$ cat src/rtl/fde_sequencer.sv
module fde_sequencer #(
  parameter int ADDR_W = 10,
  parameter logic [ADDR_W-1:0] RESET_PC = '0,
  parameter logic [ADDR_W-1:0] IRQ_VEC = ADDR_W'(512),
  parameter logic [ADDR_W-1:0] STACK_INIT = ADDR_W'(1008),
  localparam int DATA_W = ADDR_W + 6
) (
  input  logic              clk,
  input  logic              rst_n,
  input  logic              irq,
  input  logic [DATA_W-1:0] mem_rdata,
  output logic [ADDR_W-1:0] mem_addr,
  output logic              mem_rd,
  output logic              mem_wr,
  output logic [DATA_W-1:0] mem_wdata,
  output logic              irq_ack,
  output logic              halted,
  output logic [ADDR_W-1:0] pc,
  output logic [DATA_W-1:0] acc
);

  typedef enum logic [3:0] {
    S_FMAR = 4'd0, S_FRD = 4'd1, S_FMDR = 4'd2, S_FCIR = 4'd3,
    S_DEC  = 4'd4, S_IRD = 4'd5, S_ILD  = 4'd6, S_EA   = 4'd7,
    S_ORD  = 4'd8, S_OLD = 4'd9, S_EXE  = 4'd10, S_WR  = 4'd11,
    S_HALT = 4'd12
  } state_t;

  localparam logic [3:0] OP_ADD  = 4'd0;
  localparam logic [3:0] OP_SUB  = 4'd1;
  localparam logic [3:0] OP_AND  = 4'd2;
  localparam logic [3:0] OP_OR   = 4'd3;
  localparam logic [3:0] OP_LOAD = 4'd4;
  localparam logic [3:0] OP_STOR = 4'd5;
  localparam logic [3:0] OP_JMP  = 4'd6;
  localparam logic [3:0] OP_BRZ  = 4'd7;
  localparam logic [3:0] OP_HALT = 4'd8;
  localparam logic [3:0] OP_RETI = 4'd9;

  localparam logic [1:0] M_DIR = 2'd0;
  localparam logic [1:0] M_IND = 2'd1;
  localparam logic [1:0] M_REL = 2'd2;
  localparam logic [1:0] M_STK = 2'd3;

  localparam logic [ADDR_W-1:0] ONE_A = ADDR_W'(1);

  state_t state;
  logic [ADDR_W-1:0] mar, sp, epc;
  logic [DATA_W-1:0] mdr, cir;
  logic in_svc;

  logic [3:0] opc;
  logic [1:0] mode;
  logic [ADDR_W-1:0] fld, ea_base;
  logic is_store, is_xfer, take_irq;
  logic [DATA_W-1:0] alu;
  state_t after_ea;

  assign opc      = cir[DATA_W-1 -: 4];
  assign mode     = cir[ADDR_W+1:ADDR_W];
  assign fld      = cir[ADDR_W-1:0];
  assign is_store = (opc == OP_STOR);
  assign is_xfer  = (opc == OP_JMP) || (opc == OP_BRZ);
  assign take_irq = irq && !in_svc;
  assign after_ea = is_xfer ? S_EXE : (is_store ? S_WR : S_ORD);

  always_comb begin
    case (mode)
      M_REL:   ea_base = pc + fld;
      M_STK:   ea_base = is_store ? sp - ONE_A : sp;
      default: ea_base = fld;
    endcase
  end

  always_comb begin
    case (opc)
      OP_ADD:  alu = acc + mdr;
      OP_SUB:  alu = acc - mdr;
      OP_AND:  alu = acc & mdr;
      OP_OR:   alu = acc | mdr;
      OP_LOAD: alu = mdr;
      default: alu = acc;
    endcase
  end

  assign mem_addr  = mar;
  assign mem_wdata = mdr;
  assign mem_rd    = (state == S_FRD) || (state == S_IRD) || (state == S_ORD);
  assign mem_wr    = (state == S_WR);
  assign halted    = (state == S_HALT);

  always_ff @(posedge clk or negedge rst_n) begin
    if (!rst_n) begin
      state   <= S_FMAR;
      pc      <= RESET_PC;
      mar     <= '0;
      mdr     <= '0;
      cir     <= '0;
      acc     <= '0;
      sp      <= STACK_INIT;
      epc     <= '0;
      in_svc  <= 1'b0;
      irq_ack <= 1'b0;
    end else begin
      irq_ack <= 1'b0;
      case (state)
        S_FMAR: begin
          if (take_irq) begin
            epc     <= pc;
            pc      <= IRQ_VEC;
            in_svc  <= 1'b1;
            irq_ack <= 1'b1;
          end else begin
            mar   <= pc;
            state <= S_FRD;
          end
        end
        S_FRD: state <= S_FMDR;
        S_FMDR: begin
          mdr   <= mem_rdata;
          pc    <= pc + ONE_A;
          state <= S_FCIR;
        end
        S_FCIR: begin
          cir   <= mdr;
          state <= S_DEC;
        end
        S_DEC: begin
          if (opc == OP_HALT) begin
            pc    <= pc - ONE_A;
            state <= S_HALT;
          end else if (opc == OP_RETI) begin
            pc     <= epc;
            in_svc <= 1'b0;
            state  <= S_FMAR;
          end else if (opc > OP_RETI) begin
            state <= S_FMAR;
          end else begin
            mar <= ea_base;
            if (mode == M_IND) begin
              state <= S_IRD;
            end else begin
              if (is_store) mdr <= acc;
              state <= after_ea;
            end
          end
        end
        S_IRD: state <= S_ILD;
        S_ILD: begin
          mdr   <= mem_rdata;
          state <= S_EA;
        end
        S_EA: begin
          mar <= mdr[ADDR_W-1:0];
          if (is_store) mdr <= acc;
          state <= after_ea;
        end
        S_ORD: state <= S_OLD;
        S_OLD: begin
          mdr   <= mem_rdata;
          state <= S_EXE;
        end
        S_EXE: begin
          if (is_xfer) begin
            if (opc == OP_JMP || acc == '0) pc <= mar;
          end else begin
            acc <= alu;
            if (mode == M_STK) sp <= sp + ONE_A;
          end
          state <= S_FMAR;
        end
        S_WR: begin
          if (mode == M_STK) sp <= sp - ONE_A;
          state <= S_FMAR;
        end
        S_HALT: begin
          if (take_irq) begin
            epc     <= pc;
            pc      <= IRQ_VEC;
            in_svc  <= 1'b1;
            irq_ack <= 1'b1;
            state   <= S_FMAR;
          end
        end
        default: state <= S_FMAR;
      endcase
    end
  end

endmodule

$ cat config.mk
export PLATFORM = sky130hd
export DESIGN_NAME = fde_sequencer
export DESIGN_NICKNAME = d
export VERILOG_FILES = /design/src/rtl/fde_sequencer.sv
export SDC_FILE = /design/constraint.sdc
export NUM_CORES = 1
export LEC_CHECK = 0
export BUFFER_PORTS_ARGS = -buffer_cell sky130_fd_sc_hd__buf_2
export CAP_MARGIN = 20
export CORE_MARGIN = 3
export CORE_UTILIZATION = 60
export DETAILED_ROUTE_END_ITERATION = 8
export HOLD_SLACK_MARGIN = 0.06
export PLACE_DENSITY = 0.87
export SLEW_MARGIN = 20
export SYNTH_ARGS = -nofsm -noshare
export SYNTH_HDL_FRONTEND = slang
export SYNTH_SLANG_ARGS = --single-unit
$ cat constraint.sdc
create_clock -name clk -period 4.1 [get_ports clk]
set_clock_uncertainty 0.05 [all_clocks]
set_input_delay 0.41 -clock clk [delete_from_list [all_inputs] [get_ports clk]]
set_output_delay 0.41 -clock clk [all_outputs]
set_load 0.02 [all_outputs]
Word level (Yosys, flattened, before mapping)
Cells that the tools add are included.
{ "totals": {"elab_cells": 123, "register_bits": 94, "out_inout_bits": 56} }
{ "op_classes": {"add_sub_neg": 7, "n_mux": 39, "n_reduce_logical": 25, "magnitude_cmp": 1, "n_eq_ne": 38, "n_bitwise": 3} }
{ "ops": {"columns": ["operator", "count"], "rows": [
  ["$mux 10", 13],
  ["$mux 16", 5],
  ["$pmux 16 s5", 1],
  ["$pmux 16 s3", 1],
  ["$pmux 4 s11", 1],
  ["$pmux 10 s2", 2],
  ["$pmux 10 s4", 1],
  ["$eq 4x3->1 const B", 8],
  ["$pmux 10 s3", 1],
  ["$eq 4x4->1 const B", 7],
  ["$mux 4", 6],
  ["$add 10x1->10 const B", 2],
  ["$ne 2x2->1 const B", 10],
  ["$sub 10x1->10 const B", 2],
  ["$add 16x16->16", 1],
  ["$and 16x16->16", 1],
  ["$eq 4x2->1 const B", 4],
  ["$logic_not 16->1", 1],
  ["$or 16x16->16", 1],
  ["$sub 16x16->16", 1],
  ["$reduce_and 5->1", 3],
  ["$add 10x10->10", 1],
  ["$eq 4x1->1 const B", 2],
  ["$logic_not 4->1", 2],
  ["other kinds (21)", 36]
]} }

Longest topological paths before layout
Gate-level depths: netlist of the first run.
{ "logic_depth": {"word_depth": 8, "depth_mapped": 15} }

Worst setup path after synthesis of the first run
No wires, ideal clock.
{ "synth_path": {"path_type": "register to register", "from": "reg mdr[4], in the netlist mem_wdata[4]", "to": "reg acc[15]", "arrival_time_ps": 3105, "setup_slack_ps": 819, "stages_incl_launch_ff": 13, "period_less_slack_ps": 3281, "required_ps": 3924, "setup_ps": 126, "path_cell_list": "dfrtp_1 > buf_6 > or4_4 > nor3_4 > nand3b_2 > o41ai_1 > xor2_1 > ha_1 > a211o_1 > nand2b_1 > o221ai_1 > xnor2_1 > a221o_1"} }
{ "synth_via": {"elab_chain_len": 2} }
{ "synth_rtl": {"columns": ["element", "line_no", "rtl"], "rows": [
  ["start, declared", "49", "logic [DATA_W-1:0] mdr, cir;"],
  ["start signal, assigned", "120", "mdr <= mem_rdata;"],
  ["start signal, assigned", "150", "mdr <= mem_rdata;"],
  ["start signal, assigned", "160", "mdr <= mem_rdata;"],
  ["$sub 16x16->16 / $add 16x16->16 (equally long branches)", "78, 77", null],
  ["$pmux 16 s5 (*)", "76", "case (opc)"],
  ["end signal, assigned", "167", "acc <= alu;"],
  ["end, declared", "19", "output logic [DATA_W-1:0] acc"]
]} }
Every way passes the cells marked *; elsewhere a longest branch is shown, timed or not.
A chain may end at the register's enable or synchronous reset.

Worst setup path after layout of the first run
{ "layout_path": {"from": "reg cir[13]", "to": "reg acc[14]"} }
{ "layout_via": {"elab_chain_len": 4} }
{ "layout_rtl": {"columns": ["element", "line_no", "rtl"], "rows": [
  ["start, declared", "49", null],
  ["start signal, assigned", "125", "cir <= mdr;"],
  ["parallel branches: the longest is 4 deep, another holds $reduce_bool 5->1", null, null]
]} }
Several ways; the timed one is not identified.

==> flow_metrics.tcl, run 1 <==
set metrics [dict create \
    status "finished clean" \
    cp-endpoint "acc[14]$_DFFE_PN0P_" \
    synth_cell_types 71 \
    cts_root_buf "clkbuf_16" \
    yosys-top-cells-count "dfrtp_1, nand2_1, nor2_1, o21ai_0, a21oi_1" \
    cts.repair.resized 0 \
    fmax_ghz 0.276 \
    timing.rr.start "cir[13]$_DFFE_PN0P_" \
    start_util 0.620 \
    numCtsBuffers 9 \
    num_vias 6959 \
    port-buffer-count 74 \
    die_w_um 115 \
    yosysSeqAreaShare 0.330 \
    syn-instance-count 852 \
    wl_per_cell_um 19.8 \
    ir_worst_vdd_uv 673 \
    cts_tree "yes" \
    hpwl_um 14500 \
    grt_pass1_vias 6612 \
    path_cells "nand2b_1, or3_1, mux2i_1, fa_1, a21oi_1, nor2b_1, a311oi_1, o31a_1, o31a_1, xnor2_1, o221a_2" \
    tightest_slew_ns 0.997 \
    syn_to_final_growth_pct 10.1 \
    drtIter0Drc 809 \
    insertion_delay_ns 0.36 \
    min_period_over_period 0.884 \
    synth_warnings 0 \
    power_density_nw_per_um2 973 \
    wl_met2_um 9540 \
    period_minus_slack_ns 3.62 \
    fp-row-count 39 \
    crit_top_cell "o31a_1" \
    grt.overflow.total 0 \
    htree_levels 3 \
    design.core.area_um2 11500 \
    slowest_stage "a311oi_1" \
    synthFlopType "dfrtp_1" \
    crit_path_max_incr_delay_ns 0.59 \
    viasPerCell 6.67 \
    synth_area_um2 7140 \
    diodes 0 \
    drive_gt1_frac 0.161 \
    p_leak_nw 3.49 \
    end_kind "flop" \
    post_synth.cell_area_avg_um2 8.38 \
    ant_nets 0 \
    grt_pass1_wl_um 33600 \
    hold_viol 0 \
    post-cts-setup-buffer-count 0 \
    die_area_um2 13300 \
    crit_arrival_ns 3.82 \
    wirelength_um 20700 \
    post-synth-top-count-cell "dfrtp_1" \
    drtPass1Iterations 6 \
    dr.max_layer_used "met4" \
    post-route-util 0.683 \
    fill_cells 955 \
    start_kind "flop" \
    slew_headroom 0.334 \
    reg2reg_slack_ns 0.48 \
    r2r-end "acc[14]$_DFFE_PN0P_" \
    maxCapViolCount 0 \
    final_max_slew_viol_count 0 \
    cp-startpoint "cir[13]$_DFFE_PN0P_" \
    yosysTopAreaCell "dfrtp_1" \
    drcViolationCount 0 \
    hold_buffers 0 \
    cp.required_ns 4.30 \
    dr_wl_met3_um 1910 \
    path_max_fanout 13 \
    netlist_top_cells_area "dfrtp_1, ha_1, o21ai_0" \
    power.total_mw 7.65 \
    ys_seq_elements 94 \
    grt_antenna_before_repair 0 \
    gp_congestion 0.991 \
    cts_sinks 94 \
    async_flop_share 1.00 \
    tns_ns 0 \
    worstRegToRegCells 11 \
    grt_max_degree 75 \
    hold_class "input pin to async pin" \
    critPathKind "flop to flop" \
    synth_edf_count 0 \
    cts_buffer_depth 2 \
    rsz0062_at_grt "false" \
    grt_usage 0.320 \
    synth_top_area_frac 0.308 \
    setup_viol_count_final 0 \
    met1_length_um 8110 \
    cts.clk_slew.worst_paths_ns 0.07 \
    io_pins 75 \
    layout.nets 947 \
    syn-num-nets 904 \
    die_height_um 115 \
]
kinds of logic after synthesis:
| logic type | after synthesis | share of synthesized area |
|---|---|---|
| AOI/OAI and AO/OA | 258 | 0.233 |
| xor gates and xnor gates | 58 | 0.0711 |
| adders and majority gates | 34 | 0.0613 |
| buffers and inverters | 81 | 0.0487 |
| DFF | 94 | 0.330 |
| muxes | 40 | 0.0596 |
| and+or+nand+nor | 287 | 0.196 |
worst min-delay path by stage:
stage,start,endpoint,cells after the start
global placement,epc[7]$_DFFE_PN0P_,epc[7]$_DFFE_PN0P_,2
finish,rst_n,pc[8]$_DFFE_PN0P_,1
floorplan,rst_n,acc[0]$_DFFE_PN0P_,0
global route,rst_n,pc[5]$_DFFE_PN0P_,1
detailed placement,epc[0]$_DFFE_PN0P_,epc[0]$_DFFE_PN0P_,2
CTS,rst_n,pc[5]$_DFFE_PN0P_,1
metrics by stage:
| step | cells | setup slack, ns | hold WS (ns) | cell area, um^2 |
|---|---|---|---|---|
| 6_report | 1043 | 0.477 | 0.127 | 7870 |
| 5_1_grt | 1043 | 0.169 | 0.230 | 7870 |
| 4_1_cts | 1043 | 0.518 | 0.185 | 7870 |
| 3_5_place_dp | 1027 | 0.545 | 0.438 | 7570 |
| 2_1_floorplan | 852 | 0.819 | 0.0644 | 7140 |
| 3_3_place_gp | 1027 | 0.581 | 0.415 | 7570 |
layout by cell type, fill, tap and decap left out, types with 21 or more instances in the layout:
master / Yosys / final
o21ai_0: 72 / 72
a21oi_1: 66 / 66
nor3_1: 21 / 21
ha_1: 31 / 31
xnor2_1: 35 / 35
dfrtp_1: 88 / 88
buf_2: 10 / 73
nor2_1: 77 / 77
nand2_1: 84 / 84
nand3_1: 22 / 22
xor2_1: 23 / 23
final cells by class:
type	count	area (um^2)	share of cell area
multi-input combinational	677	4440	0.564
sequential	94	2360	0.300
timing repair buffer	92	508	0.0646
clock buffer	11	243	0.0309
tap	143	179	0.0227
inverter	21	78.8	0.0100
clock inverter	5	57.6	0.00732
sequential cells by signal, summed over array words and instances, names as in the netlist:
name / flops
in_svc: 1
acc: 16
sp: 10
irq_ack: 1
mem_wdata: 16
cir: 16
state: 4
epc: 10
mem_addr: 10
pc: 10
worst max-delay path: cells and delay by family, from the launching register on:
| kind | cells | cell delay, ns |
|---|---|---|
| multiplexers | 1 | 0.22 |
| flip-flops | 1 | 0.50 |
| AO/OA/AOI/OAI | 5 | 1.39 |
| AND/OR/NAND/NOR | 3 | 0.81 |
| adder cells (fa/ha/maj) | 1 | 0.47 |
| XOR/XNOR | 1 | 0.07 |
power breakdown:
| group | switching [mW] | internal, mW |
|---|---|---|
| sequential | 0.761 | 1.29 |
| combinational | 2.77 | 1.97 |
| clock | 0.373 | 0.491 |
| total | 3.90 | 3.75 |
per-layer routing:
layer / up-vias / GRT usage
li1: 3199 / -
met5: - / 0
met1: 3264 / 0.412
met3: 89 / 0.0532
met4: 0 / 0.185
met2: 407 / 0.510
Note: power is estimated with default switching activity, not from simulation.
==> inputs of run 2 (changes only) <==
RECOVER_POWER = 25   (was default)
==> flow_metrics.tcl, run 2 (synthesis results as in run 1) <==
set metrics [dict create \
    status "finished, violations left" \
    violations "max-capacitance violations, max-slew violations" \
    fmax_ghz 0.276 \
    die_height_um 115 \
    hold_viol 0 \
    stdcell_area_um2 7860 \
    cts_buffer_depth 2 \
    hpwl_um 14500 \
    syn_to_final_growth_pct 10.1 \
    worstRegToRegCells 11 \
    hold_class "input pin to flop" \
    met1_length_um 8110 \
    port-buffer-count 74 \
    fin_ws_ns 0.474 \
    period_minus_slack_ns 3.63 \
    critPathKind "flop to flop" \
    wl_met2_um 9500 \
    ir_worst_vdd_uv 675 \
    cp.required_ns 4.30 \
    min_period_over_period 0.884 \
    post-route-util 0.683 \
    numCtsBuffers 9 \
    start_kind "flop" \
    holdPathStages 3 \
    fin_cells 1043 \
    grt_antenna_before_repair 0 \
    path_max_fanout 13 \
    dr_wl_met3_um 1930 \
    reg2reg_slack_ns 0.47 \
    cp-startpoint "cir[13]$_DFFE_PN0P_" \
    timing.rr.start "cir[13]$_DFFE_PN0P_" \
    gp_congestion 0.991 \
    design.core.area_um2 11500 \
    crit_arrival_ns 3.82 \
    start_util 0.620 \
    tightest_slew_ns 1.84 \
    grt.overflow.total 0 \
    cts_root_buf "clkbuf_16" \
    layout.nets 947 \
    layout_commonest_cell "dfrtp_1" \
    worst_hold_path.endpoint "mem_wdata[9]$_DFFE_PN0P_" \
    maxCapViolCount 1 \
    num_vias 6949 \
    grt_pass1_vias 6612 \
    htree_levels 3 \
    grt_pass1_wl_um 33600 \
    wirelength_um 20700 \
    hp-start "mem_rdata[9]" \
    place_inst 1027 \
    rsz0062_at_grt "false" \
    grt_usage 0.320 \
    post-place-ws_ns 0.545 \
    cts_sinks 94 \
    cts.repair.resized 0 \
    final_cell_mix "dfrtp_1, nand2_1, nor2_1" \
    cts.clk_slew.worst_paths_ns 0.07 \
    wl_per_cell_um 19.8 \
    fp-row-count 39 \
    place_area_um2 7570 \
    p_leak_nw 3.49 \
    io_pins 75 \
    r2r-end "acc[14]$_DFFE_PN0P_" \
    setup_viol_count_final 0 \
    drcViolationCount 0 \
    dr.max_layer_used "met4" \
    slew_headroom -0.230 \
    die_w_um 115 \
    end_kind "flop" \
    fill_cells 956 \
    drtIter0Drc 809 \
    hold_buffers 0 \
    drive_gt1_frac 0.161 \
    die_area_um2 13300 \
    ant_nets 0 \
    viasPerCell 6.66 \
    drtPass1Iterations 6 \
    tns_ns 0 \
    diodes 0 \
    grt_max_degree 75 \
    insertion_delay_ns 0.36 \
    final_max_slew_viol_count 75 \
    power_density_nw_per_um2 973 \
    post-cts-setup-buffer-count 0 \
    cts_tree "yes" \
]
-- run 2: changes by cell type in the layout (fill, tap and decap cells not counted), sizes merged --
cell and change:
buf -1, clkbuf +1
-- run 2: cell type report --
class                           count  area, um^2  share of cell area
Timing Repair Buffer               92         505              0.0643
Sequential cell                    94        2360               0.300
Clock buffer                       11         243              0.0309
Multi-Input combinational cell    677        4440               0.565
Inverter                           21        78.8              0.0100
Clock inverter                      5        57.6             0.00732
Tap cell                          143         179              0.0228
-- run 2: where the power goes --
group / internal, mW / switching (mW)
logic: 1.96 / 2.77
clock network: 0.491 / 0.374
registers: 1.29 / 0.760
-- run 2: routing by layer --
layer / vias to the layer above / GRT usage
met5: - / 0
met4: 0 / 0.185
met3: 94 / 0.0532
met2: 400 / 0.510
met1: 3253 / 0.412
li1: 3202 / -
-- run 2: stage by stage --
stage / power (mW) / hold WS (ns)
2_1_floorplan: 5.42 / 0.0644
3_3_place_gp: 6.53 / 0.415
3_5_place_dp: 6.65 / 0.438
4_1_cts: 7.55 / 0.185
5_1_grt: 8.22 / 0.310
6_report: 7.65 / 0.288
-- run 2: worst max-delay path: stages, from the launching register on --
cell      delay, ns
dfrtp_1        0.50
nand2b_1       0.24
or3_1          0.48
mux2i_1        0.22
fa_1           0.47
a21oi_1        0.16
nor2b_1        0.09
a311oi_1       0.59
o31a_1         0.26
o31a_1         0.16
xnor2_1        0.07
o221a_2        0.22
-- run 2: how the worst max path moves through the flow --
stage / slack, ns / end / cells past startpoint
4_1_cts: 0.52 / acc[14]$_DFFE_PN0P_ / 11
3_5_place_dp: 0.55 / acc[14]$_DFFE_PN0P_ / 11
3_3_place_gp: 0.58 / acc[14]$_DFFE_PN0P_ / 11
2_1_floorplan: 0.82 / acc[15]$_DFFE_PN0P_ / 12
5_1_grt: 0.17 / acc[8]$_DFFE_PN0P_ / 11
6_report: 0.47 / acc[14]$_DFFE_PN0P_ / 11
